<file path="src/rtl/prot_pkg.sv">
package prot_pkg;
  localparam int LVL_W = 2;

  typedef enum logic [LVL_W-1:0] {
    LVL_OPEN      = 2'b00,
    LVL_NO_RD     = 2'b01,
    LVL_NO_EXT_WR = 2'b10,
    LVL_LOCKED    = 2'b11
  } prot_lvl_e;

  typedef struct packed {
    logic ext_rd;
    logic ext_wr;
    logic int_wr;
  } prot_perm_t;

  localparam prot_perm_t PERM_ALL = '{ext_rd: 1'b1, ext_wr: 1'b1, int_wr: 1'b1};
endpackage

</file>
<file path="src/rtl/prot_table.sv">
module prot_table #(
  parameter int DEPTH  = 64,
  parameter int BYTE_W = 8,
  parameter int IDX_W  = $clog2(DEPTH)
) (
  input  logic              clk,
  input  logic              rst,
  input  logic              erase_all,
  input  logic              upd_valid,
  input  logic [IDX_W-1:0]  upd_idx,
  input  logic [BYTE_W-1:0] upd_byte,
  input  logic [IDX_W-1:0]  rd_idx,
  output logic [BYTE_W-1:0] rd_byte
);
  logic [BYTE_W-1:0] rows [DEPTH];

  // Each row is its own register: erase must clear every row in one cycle.
  for (genvar r = 0; r < DEPTH; r++) begin : g_row
    always_ff @(posedge clk) begin
      if (rst || erase_all) begin
        rows[r] <= '0;
      end else if (upd_valid && (upd_idx == IDX_W'(r))) begin
        rows[r] <= rows[r] | upd_byte;
      end
    end
  end

  assign rd_byte = rows[rd_idx];
endmodule

</file>
<file path="src/rtl/prot_field_sel.sv">
module prot_field_sel #(
  parameter int BYTE_W = 8,
  parameter int LVL_W  = 2,
  parameter int SLOTS  = BYTE_W / LVL_W,
  parameter int SLOT_W = $clog2(SLOTS)
) (
  input  logic [BYTE_W-1:0] byte_in,
  input  logic [SLOT_W-1:0] slot,
  output logic [LVL_W-1:0]  lvl
);
  logic [LVL_W-1:0] fields [SLOTS];

  // The lowest numbered block sits in the lowest bits.
  for (genvar s = 0; s < SLOTS; s++) begin : g_slot
    assign fields[s] = byte_in[s*LVL_W +: LVL_W];
  end

  assign lvl = fields[slot];
endmodule

</file>
<file path="src/rtl/prot_perm_decode.sv">
module prot_perm_decode
  import prot_pkg::*;
(
  input  prot_lvl_e  lvl,
  output prot_perm_t perm
);
  always_comb begin
    perm = PERM_ALL;
    unique case (lvl)
      LVL_OPEN:      perm = PERM_ALL;
      LVL_NO_RD:     perm = '{ext_rd: 1'b0, ext_wr: 1'b1, int_wr: 1'b1};
      LVL_NO_EXT_WR: perm = '{ext_rd: 1'b0, ext_wr: 1'b0, int_wr: 1'b1};
      LVL_LOCKED:    perm = '{ext_rd: 1'b0, ext_wr: 1'b0, int_wr: 1'b0};
      default:       perm = PERM_ALL;
    endcase
  end
endmodule

</file>
<file path="src/rtl/prot_store.sv">
module prot_store
  import prot_pkg::*;
#(
  parameter int NUM_BLOCKS = 256,
  parameter int BYTE_W     = 8
) (
  input  logic                                          clk,
  input  logic                                          rst,
  input  logic [$clog2(NUM_BLOCKS)-1:0]                 lookup_blk,
  output logic [1:0]                                    lookup_level,
  output logic                                          perm_ext_rd,
  output logic                                          perm_ext_wr,
  output logic                                          perm_int_wr,
  input  logic                                          upd_valid,
  input  logic [$clog2(NUM_BLOCKS*LVL_W/BYTE_W)-1:0]    upd_idx,
  input  logic [BYTE_W-1:0]                             upd_byte,
  input  logic                                          erase_all
);
  localparam int SLOTS  = BYTE_W / LVL_W;
  localparam int SLOT_W = $clog2(SLOTS);
  localparam int DEPTH  = NUM_BLOCKS / SLOTS;
  localparam int IDX_W  = $clog2(DEPTH);
  localparam int BLK_W  = IDX_W + SLOT_W;

  logic [IDX_W-1:0]  rd_idx;
  logic [SLOT_W-1:0] rd_slot;
  logic [BYTE_W-1:0] rd_byte;
  logic [LVL_W-1:0]  lvl_raw;
  prot_lvl_e         lvl_c;
  prot_perm_t        perm_c;
  prot_lvl_e         lvl_q;
  prot_perm_t        perm_q;

  // Block number splits into byte index (upper bits) and slot (lower bits).
  assign rd_slot = lookup_blk[SLOT_W-1:0];
  assign rd_idx  = lookup_blk[BLK_W-1:SLOT_W];

  prot_table #(.DEPTH(DEPTH), .BYTE_W(BYTE_W), .IDX_W(IDX_W)) u_table (
    .clk       (clk),
    .rst       (rst),
    .erase_all (erase_all),
    .upd_valid (upd_valid),
    .upd_idx   (upd_idx),
    .upd_byte  (upd_byte),
    .rd_idx    (rd_idx),
    .rd_byte   (rd_byte)
  );

  prot_field_sel #(.BYTE_W(BYTE_W), .LVL_W(LVL_W), .SLOTS(SLOTS), .SLOT_W(SLOT_W)) u_sel (
    .byte_in (rd_byte),
    .slot    (rd_slot),
    .lvl     (lvl_raw)
  );

  assign lvl_c = prot_lvl_e'(lvl_raw);

  prot_perm_decode u_dec (
    .lvl  (lvl_c),
    .perm (perm_c)
  );

  always_ff @(posedge clk) begin
    if (rst) begin
      lvl_q  <= LVL_OPEN;
      perm_q <= PERM_ALL;
    end else begin
      lvl_q  <= lvl_c;
      perm_q <= perm_c;
    end
  end

  assign lookup_level = lvl_q;
  assign perm_ext_rd  = perm_q.ext_rd;
  assign perm_ext_wr  = perm_q.ext_wr;
  assign perm_int_wr  = perm_q.int_wr;
endmodule

</file>
<file path="config.mk">
export PLATFORM = sky130hd
export DESIGN_NAME = prot_store
export DESIGN_NICKNAME = d
export VERILOG_FILES = /design/src/rtl/prot_pkg.sv /design/src/rtl/prot_table.sv /design/src/rtl/prot_field_sel.sv /design/src/rtl/prot_perm_decode.sv /design/src/rtl/prot_store.sv
export SDC_FILE = /design/constraint.sdc
export NUM_CORES = 1
export LEC_CHECK = 0
export ABC_AREA = 1
export ABC_CLOCK_PERIOD_IN_PS = 3050
export BUFFER_PORTS_ARGS = -buffer_cell sky130_fd_sc_hd__buf_2
export CAP_MARGIN = 20
export CORE_MARGIN = 2
export CORE_UTILIZATION = 25
export DETAILED_ROUTE_END_ITERATION = 8
export SETUP_SLACK_MARGIN = 0.02
export SKIP_CTS_REPAIR_TIMING = 1
export SYNTH_ARGS = -nofsm -noshare
export SYNTH_HDL_FRONTEND = slang
export SYNTH_SLANG_ARGS = --single-unit
</file>
<file path="constraint.sdc">
create_clock -name clk -period 3.05 [get_ports clk]
set_input_delay 0.305 -clock clk [delete_from_list [all_inputs] [get_ports clk]]
set_output_delay 0.305 -clock clk [all_outputs]
set_load 0.01 [all_outputs]
</file>
==> metrics.txt, run 1 <==
Die Span Y approximately 320 um; Internal Power about 12 mW; Pwr Density roughly 560 nW/um^2; synth unique cells 20; I/O Buffers 30; worst vdd ir around 0.44 mV; layout net count 3007; worst path bufs/invs 3; DP Area 27600 sq um; Reg power frac 0.502; total routed wirelength between 70000 and 80000 um; worst-case reg-to-reg path depth 12; hold path endpoint lookup_level[0]; Max-slew headroom 0.258; CTS tree built; starting density of the core 0.253; Area Overhead vs Synth 14.1%; die width around 320 um; clk slew on worst S/H paths 0.06 ns; ant diodes 0; # DRC 0; first-pass GRT wire length ~120000 um; crit-path max FO 95; design area 29400 sq um; # rows 117; via count 21000; largest net degree at the start of global routing 129; Post-Layout Cell Count 4394; Slowest-stage cell, CP buf_12; Fmax 0.515 GHz; mean area per synthesized cell 8.61 sq um; Post-Place Cells around 4300; reg2reg setup slack 1.26 ns; nature of the critical path endpoint flop; cell area after synthesis 25700 sq um; Crit path top cell by count nand3_1; core area 102000 sq um; DRC marker count from the first detailed-route iteration 2528; Final Setup Violations 0; fillers 11000; mux contribution to synthesized area 0; clk_skew 0.0362 ns; gp weighted congestion 0.861; clk sink count 517; endpoints failing hold 0; GR Util All Layers 0.146; minimum clock period between 1.5 and 2 ns; yosys warns 0; Gate power share 0.092; Worst Path Required 3.58 ns; vias in the first global route 20000; XOR/XNOR Fraction of Synth Area 0; Worst EP arrival ~2.5 ns; dpl ws 0.568 ns; final worst slack 1.11 ns; Worst-Skew Late Latency approximately 0.64 ns; startpoint types input pin; r2r endpoint lookup_level[1]; Fin Setup TNS 0 ns; initial antenna violation count 2; DP HPWL 50900 um; hold_sp lookup_blk[1]; actual slew at the worst max-slew pin between 1 and 1.5 ns; simple-gate share of the synthesized area 0.338; Sw Ratio 0.254; count of pins over their slew limit 0; LEAKAGE 11.6 nW; Clock power frac 0.406; hold crit path type input pin to flop; RSZ-0062 raised after global routing false; H-Tree Depth 2; register area share after synthesis 0.601; CP Cell Sequence clkbuf_8 -> inv_6 -> buf_12 -> nand2_1 -> nand3_1 -> nand3_1 -> nand3_1 -> nand3_1 -> nand2_1 -> nand2_1 -> nand3_1 -> nand3_1 -> a21oi_2 -> nand2_1; period utilization 0.637; clock buffer depth 3; post-DR vias/cell about 4.8; Psw 4.19 mW; wire per inst 18.2 um; I/O pin cnt 31; DR pass1 iterations 6; DIE AREA 106000 sq um; ANT nets after route 0; GR Overflow Total 0; post-synthesis compound-gate area fraction 0.0171; CP Class input pin to flop; max cap viols 0; CP peak stage delay 0.36 ns; reg2reg start u_table.rows[49][3]; Post-Syn Nets roughly 3000; Mapped Cells 2988; Clock Tree Root clkbuf_16; CP delay by family, top simple AND/OR/NAND/NOR gates; main combinational cell family by area after synthesis simple AND/OR/NAND/NOR gates; status finished clean; #FFs+latches synth between 500 and 600; ratio of cells with drive above 1 in the final layout 0.0668; Post-Synth Adder-Cell Area 0; CTS buffer count 58; hold path cells 3
tightest hold or removal path: cells and delay by family:
kind                   cells  cell delay, ns
AND/OR/NAND/NOR            1            0.13
buffers and inverters      1            0.15
AO/OA/AOI/OAI              1            0.07
cell families (layout without fill, tap and decap cells):
group | count (synthesis) | in the layout
simple gates | 2141 | 2141
flops | 517 | 517
buf+inv | 243 | 281
compound gates | 87 | 87
power groups by stage:
stage | Clock [mW] | Combinational [mW] | Sequential [mW]
2_1_floorplan | 0 | 0.968 | 8.35
3_3_place_gp | 0 | 1.48 | 8.40
3_5_place_dp | 0 | 1.49 | 8.41
4_1_cts | 6.80 | 1.49 | 8.27
5_1_grt | 7.06 | 1.65 | 8.31
6_report | 6.69 | 1.51 | 8.27
worst max-delay path by stage:
stage / startpoint / end / slack (ns) / depth (start not counted)
after floorplan: upd_idx[4] / u_table.rows[50][0] / 0.92 / 5
after global placement: lookup_blk[2] / perm_int_wr / 0.56 / 14
after detailed placement: lookup_blk[2] / perm_int_wr / 0.57 / 14
after CTS: lookup_blk[2] / perm_int_wr / 1.22 / 14
after global routing: lookup_blk[2] / perm_int_wr / 0.99 / 14
final: lookup_blk[2] / perm_int_wr / 1.11 / 14
cell usage in the layout, fill, tap and decap left out, drive strengths merged:
cell,instances
nor2,1012
nand2,595
nand3,530
edfxtp,512
buf,118
clkbuf,72
inv,56
o21ai,49
a21oi,38
clkinv,31
dfxtp,5
nor3,4
bufinv,3
dlygate4sd3,1
stage by stage:
stage | total power, mW | util | hold slack (ns)
after floorplan | 9.32 | - | 0.373
after global placement | 9.89 | 0.271 | 0.559
after detailed placement | 9.90 | 0.271 | 0.568
after CTS | 16.6 | 0.288 | -0.0608
after global routing | 17.0 | 0.288 | 0.0662
final | 16.5 | 0.288 | 0.0791
final cells by class:
class,instances,area [sq um],area share
Sequential cell,517,15500,0.527
Multi-Input combinational cell,2228,9170,0.312
Tap cell,1368,1710,0.0583
Clock buffer,71,1520,0.0518
Timing Repair Buffer,120,1030,0.0351
Clock inverter,34,248,0.00843
Inverter,56,218,0.00741
cell usage after synthesis:
cell      number  area (sq um)
o21ai_1        1          5.00
buf_12         1          20.0
clkbuf_1      90           338
inv_4          1          6.26
edfxtp_1     512         15400
inv_2          2          7.51
buf_4         16           120
a21oi_1       37           185
nor2_1      1012          3800
buf_8          3          45.0
a21oi_2        1          8.76
buf_2         53           265
dfxtp_1        5           100
nand2_1      595          2230
o21ai_0       48           240
buf_1         20          75.1
nor3_1         4          20.0
buf_6          4          45.0
inv_1         53           199
nand3_1      530          2650
sequential cells by signal, summed over array words and instances (netlist names):
register	count
u_table.rows	512
lookup_level	2
perm_ext_rd	1
perm_ext_wr	1
perm_int_wr	1
metal layers:
| metal | GRT usage | up-vias | wire length, um |
|---|---|---|---|
| li1 | - | 9935 | - |
| met1 | 0.202 | 10100 | 34800 |
| met2 | 0.229 | 889 | 35500 |
| met3 | 0.0318 | 128 | 7440 |
| met4 | 0.0457 | 4 | 2090 |
| met5 | 0 | - | 23 |
(Power assumes the default switching activity.)
==> run 2: changes to the inputs <==
--- a/config.mk
+++ b/config.mk
@@ -6,7 +6,7 @@
 export NUM_CORES = 1
 export LEC_CHECK = 0
 export ABC_AREA = 1
-export ABC_CLOCK_PERIOD_IN_PS = 3050
+export ABC_CLOCK_PERIOD_IN_PS = 2000
 export BUFFER_PORTS_ARGS = -buffer_cell sky130_fd_sc_hd__buf_2
 export CAP_MARGIN = 20
 export CORE_MARGIN = 2
==> constraint.sdc (replaced) <==
create_clock -name clk -period 2 [get_ports clk]
set_input_delay 0.2 -clock clk [delete_from_list [all_inputs] [get_ports clk]]
set_output_delay 0.2 -clock clk [all_outputs]
set_load 0.01 [all_outputs]
==> run 2 against run 1 <==
Critical path depth fell by 2. Final cell count rose by 2.0%. Clock power rose by 52%. Total power rose by 54%. Non-clock buffer count rose by 88. Sequential share of layout area fell by 1.8 points. Global-route usage rose by 0.34 points. Largest cell class unchanged.
==> metrics.txt, run 2 (synthesis results as in run 1) <==
clk sink count 517; total routed wirelength 81300 um; hold crit path type input pin to flop; Post-Layout Cell Count 4481; initial antenna violation count 2; Slowest-stage cell, CP edfxtp_1; clk_skew 0.0280 ns; Worst EP arrival 2.38 ns; Max-slew headroom 0.572; CP Class flop to flop; status finished clean; crit-path max FO 2; startpoint types flop; Clock Tree Root clkbuf_16; Die Span Y 325 um; I/O pin cnt 31; multi-input logic area 9180 sq um; endpoints failing hold 0; worst vdd ir approximately 0.63 mV; Crit path top cell by count nand3_1; DRC marker count from the first detailed-route iteration 2609; # DRC 0; clk slew on worst S/H paths 0.06 ns; I/O Buffers 30; Post-Place Cells roughly 4400; H-Tree Depth 2; ratio of cells with drive above 1 in the final layout 0.0925; actual slew at the worst max-slew pin 0.642 ns; minimum clock period 1.79 ns; RSZ-0062 raised after global routing false; CTS buffer count 57; Area Overhead vs Synth 18.2%; Worst-Skew Late Latency between 0.6 and 0.7 ns; DP HPWL 56200 um; Top reg by flops u_table.rows; CP Cell Sequence nand2_1 -> nand3_1 -> nand3_1 -> nand3_1 -> nand3_1 -> nand2_1 -> nand2_1 -> nand3_1 -> nand3_1 -> nand2_1 -> o21ai_1 -> buf_4; Largest register FFs 512; clock buffer depth 3; vias in the first global route just over 20000; die width roughly 320 um; count of pins over their slew limit 0; Pwr Density 835 nW/um^2; nature of the critical path endpoint flop; FF+latch area 15500 sq um; GR Overflow Total 0; GR Util All Layers 0.150; period utilization 0.895; DR pass1 iterations 5; CP peak stage delay 0.41 ns; layout net count 3094; gp weighted congestion 0.886; ANT nets after route 0; post-DR vias/cell 4.80; starting density of the core 0.253; commonest non-fill, non-tap cell in the layout nor2_1; Final Setup Violations 0; # rows 117; Worst Path Required 2.59 ns; fillers around 11000; largest net degree at the start of global routing 52; Fmax approximately 0.56 GHz; commonest cells after routing, fill and taps aside nor2_1 (1011), nand2_1 (595), nand3_1 (529); LEAKAGE 12.2 nW; CTS tree built; core area 102000 sq um; max cap viols 0; final hold slack between 0.02 and 0.03 ns; first-pass GRT wire length roughly 120000 um; wire per inst approximately 18 um; via count 21500; DIE AREA 106000 sq um
run 2: cell type report:
cell class                      instances  share of cell area
Clock inverter                         27             0.00789
Tap cell                             1368              0.0562
Antenna cell                            1           0.0000822
Timing Repair Buffer                  208              0.0688
Inverter                               56             0.00715
Clock buffer                           76              0.0499
Multi-Input combinational cell       2228               0.302
Sequential cell                       517               0.508
run 2: power breakdown:
part | total, mW | switching [mW] | internal (mW)
clock | 10.2 | 4.41 | 5.82
combinational | 2.55 | 1.72 | 0.830
sequential | 12.6 | 0.280 | 12.3
total | 25.4 | 6.41 | 19.0
run 2: path summary, 6_finish.rpt:
path / startpoint / to / slack [ns] / cells after the start
worst max-delay path: u_table.rows[55][2] / perm_ext_rd / 0.21 / 12
worst min register to register: u_table.rows[53][2] / u_table.rows[53][2] / 0.58 / 2
worst min-delay path: lookup_blk[0] / lookup_level[0] / 0.03 / 4
worst max register to register: u_table.rows[55][2] / perm_ext_rd / 0.21 / 12
run 2: worst max-delay path: cells and delay by family, from the launching register on:
family / cells / cell delay (ns)
buffers and inverters: 1 / 0.11
and+or+nand+nor: 10 / 1.11
AOI/OAI and AO/OA: 1 / 0.13
DFF: 1 / 0.41
run 2: metrics by stage:
stage           util  worst slack, ns  cell area, sq um  setup TNS [ns]  total power [mW]
4_1_cts        0.298            0.230             30400               0              25.5
6_report       0.299            0.210             30400               0              25.4
2_1_floorplan      -          -0.0274             25700           -4.52              14.2
3_5_place_dp   0.281           -0.212             28600          -0.758              15.4
3_3_place_gp   0.281           -0.228             28600          -0.842              15.3
5_1_grt        0.299           0.0283             30400               0              26.2
run 2: layer usage:
| metal | vias to the layer above | wire (um) | track usage |
|---|---|---|---|
| li1 | 10100 | - | - |
| met1 | 10300 | 35700 | 0.211 |
| met2 | 934 | 36100 | 0.233 |
| met3 | 144 | 7020 | 0.0243 |
| met4 | 2 | 2410 | 0.0502 |
| met5 | - | 10 | 0 |
==> run 3: changes to the inputs <==
--- a/config.mk
+++ b/config.mk
@@ -9,6 +9,7 @@
 export ABC_CLOCK_PERIOD_IN_PS = 2000
 export BUFFER_PORTS_ARGS = -buffer_cell sky130_fd_sc_hd__buf_2
 export CAP_MARGIN = 20
+export CORE_ASPECT_RATIO = 1.75
 export CORE_MARGIN = 2
 export CORE_UTILIZATION = 25
 export DETAILED_ROUTE_END_ITERATION = 8
==> run 3 against run 2 <==
Die area hardly changed. Sequential share of layout area is 0.84 points higher. Clock power is 11% lower. Sequential cell count stayed put. Core utilization is 0.52 points lower. Combinational power is 2% higher. Final cell count is 1.5% lower. Total power is 4.4% lower. Register-to-register slack hardly changed. Maximum frequency hardly changed. Worst setup slack worse by 0.0012 ns. Hold slack worse by 0.0020 ns. Largest cell class unchanged. Largest power group unchanged. Highest routed layer unchanged.
==> metrics.txt, run 3 (synthesis results as in run 1) <==
status finished clean; CP Class flop to flop; r2r endpoint lookup_level[1]; Pwr Density 811 nW/um^2; Crit path top cell by count nand3_1; CP delay by family, top simple AND/OR/NAND/NOR gates; met3 usage 0.0162; minimum clock period 1.79 ns; Post-Layout Cell Count around 4400; DRC marker count from the first detailed-route iteration 1844; reg2reg setup slack ~0.21 ns; Worst-Skew Late Latency ~0.60 ns; count of pins over their slew limit 0; Fin Setup TNS 0 ns; worst vdd ir 0.482 mV; # rows 155; wire per inst around 20 um; Area Overhead vs Synth 16.3%; Post-Place Cells 4333; # DRC 0; DIE AREA 106000 sq um; routing usage on met1 0.168; Fmax 0.558 GHz; DR pass1 iterations 6; GRT met2 Usage 0.286; hold_sp lookup_blk[1]; CTS tree built; endpoints failing hold 0; commonest cells after routing, fill and taps aside nor2_1 (1011), nand2_1 (595), nand3_1 (529); GR peak layer met2; via count 21300; ANT nets after route 0; vias in the first global route 21000; Worst EP arrival between 2 and 2.5 ns; nature of the critical path endpoint flop; post-DR vias/cell 4.82; GR Util All Layers 0.160; Largest register FFs 512; starting density of the core 0.252; largest net degree at the start of global routing 65; core area approximately 100000 sq um; RSZ-0062 raised after global routing false; CP Cell Sequence nand2_1 -> nand3_1 -> nand3_1 -> nand3_1 -> nand2_1 -> nand2_1 -> nand3_1 -> nand3_1 -> nand3_1 -> nand2_1 -> nand2_1 -> inv_1; DP Area 28500 sq um; Max-slew headroom 0.620; final hold slack 0.0256 ns; hold crit path type input pin to flop; DP HPWL 61000 um; total routed wirelength ~86000 um; CTS buffer count between 40 and 50; I/O Buffers 30; CP peak stage delay about 0.42 ns; period utilization 0.896; commonest non-fill, non-tap cell in the layout nor2_1; actual slew at the worst max-slew pin 0.569 ns; hold path cells 3; crit-path max FO 3; H-Tree Depth 2; worst-case reg-to-reg path depth 12; Die Span Y 428 um; Worst Path Required 2.49 ns; initial antenna violation count 5; worst path bufs/invs 1; Clock Tree Root clkbuf_16; clk_skew 0.0165 ns; layout net count 3071; clock buffer depth 3; design area 29900 sq um; Final Core Density 0.293; clk slew on worst S/H paths 0.08 ns; die width between 200 and 250 um; fillers 10900; reg2reg start u_table.rows[39][5]; Top reg by flops u_table.rows; gp weighted congestion approximately 0.9; GR Overflow Total 0; ratio of cells with drive above 1 in the final layout 0.0887; LEAKAGE 12.0 nW; Slowest-stage cell, CP edfxtp_1; first-pass GRT wire length 128000 um; hold path endpoint lookup_level[0]; max cap viols 0; startpoint types flop; Final Setup Violations 0; I/O pin cnt 31; clk sink count 517
==> run 3: layout make-up <==
class	instances	area [sq um]	area share
sequential	517	15500	0.517
multi-input combinational	2228	9180	0.307
timing repair buffer	199	1950	0.0651
tap	1334	1670	0.0558
clock buffer	52	1150	0.0385
clock inverter	26	298	0.00995
inverter	56	218	0.00727
antenna	1	2.50	0.0000836
==> run 3: per-layer routing <==
| metal | vias up | routed length (um) |
|---|---|---|
| li1 | 10000 | - |
| met1 | 10100 | 30200 |
| met2 | 829 | 43600 |
| met3 | 271 | 4380 |
| met4 | 6 | 7510 |
| met5 | - | 36 |
==> run 3: power by group <==
group / total (mW) / switching (mW) / leakage (nW) / internal, mW
sequential: 12.6 / 0.280 / 5.75 / 12.3
combinational: 2.59 / 1.78 / 5.50 / 0.812
clock: 9.09 / 4.25 / 0.698 / 4.84
==> run 3: per-stage QoR <==
| stage | total power, mW | setup WS (ns) |
|---|---|---|
| 4_1_cts | 24.4 | 0.194 |
| 3_5_place_dp | 15.4 | -0.155 |
| 6_report | 24.3 | 0.209 |
| 2_1_floorplan | 14.2 | -0.0274 |
| 5_1_grt | 25.0 | 0.0635 |
| 3_3_place_gp | 15.4 | -0.175 |
==> run 3: how the worst max path moves through the flow <==
stage                         from             endpoint  slack (ns)  cells after the start
4_1_cts        u_table.rows[39][5]      lookup_level[1]        0.19                     12
6_report       u_table.rows[39][5]      lookup_level[1]        0.21                     12
3_5_place_dp         lookup_blk[2]          perm_int_wr       -0.15                     15
3_3_place_gp         lookup_blk[2]          perm_int_wr       -0.18                     15
2_1_floorplan           upd_idx[4]  u_table.rows[50][0]       -0.03                      5
5_1_grt        u_table.rows[39][6]          perm_int_wr        0.06                     11
==> run 3: worst min-delay path, stage by stage <==
cell and delay, ns:
buf_2 0.16, nand3_1 0.13, a21oi_2 0.07
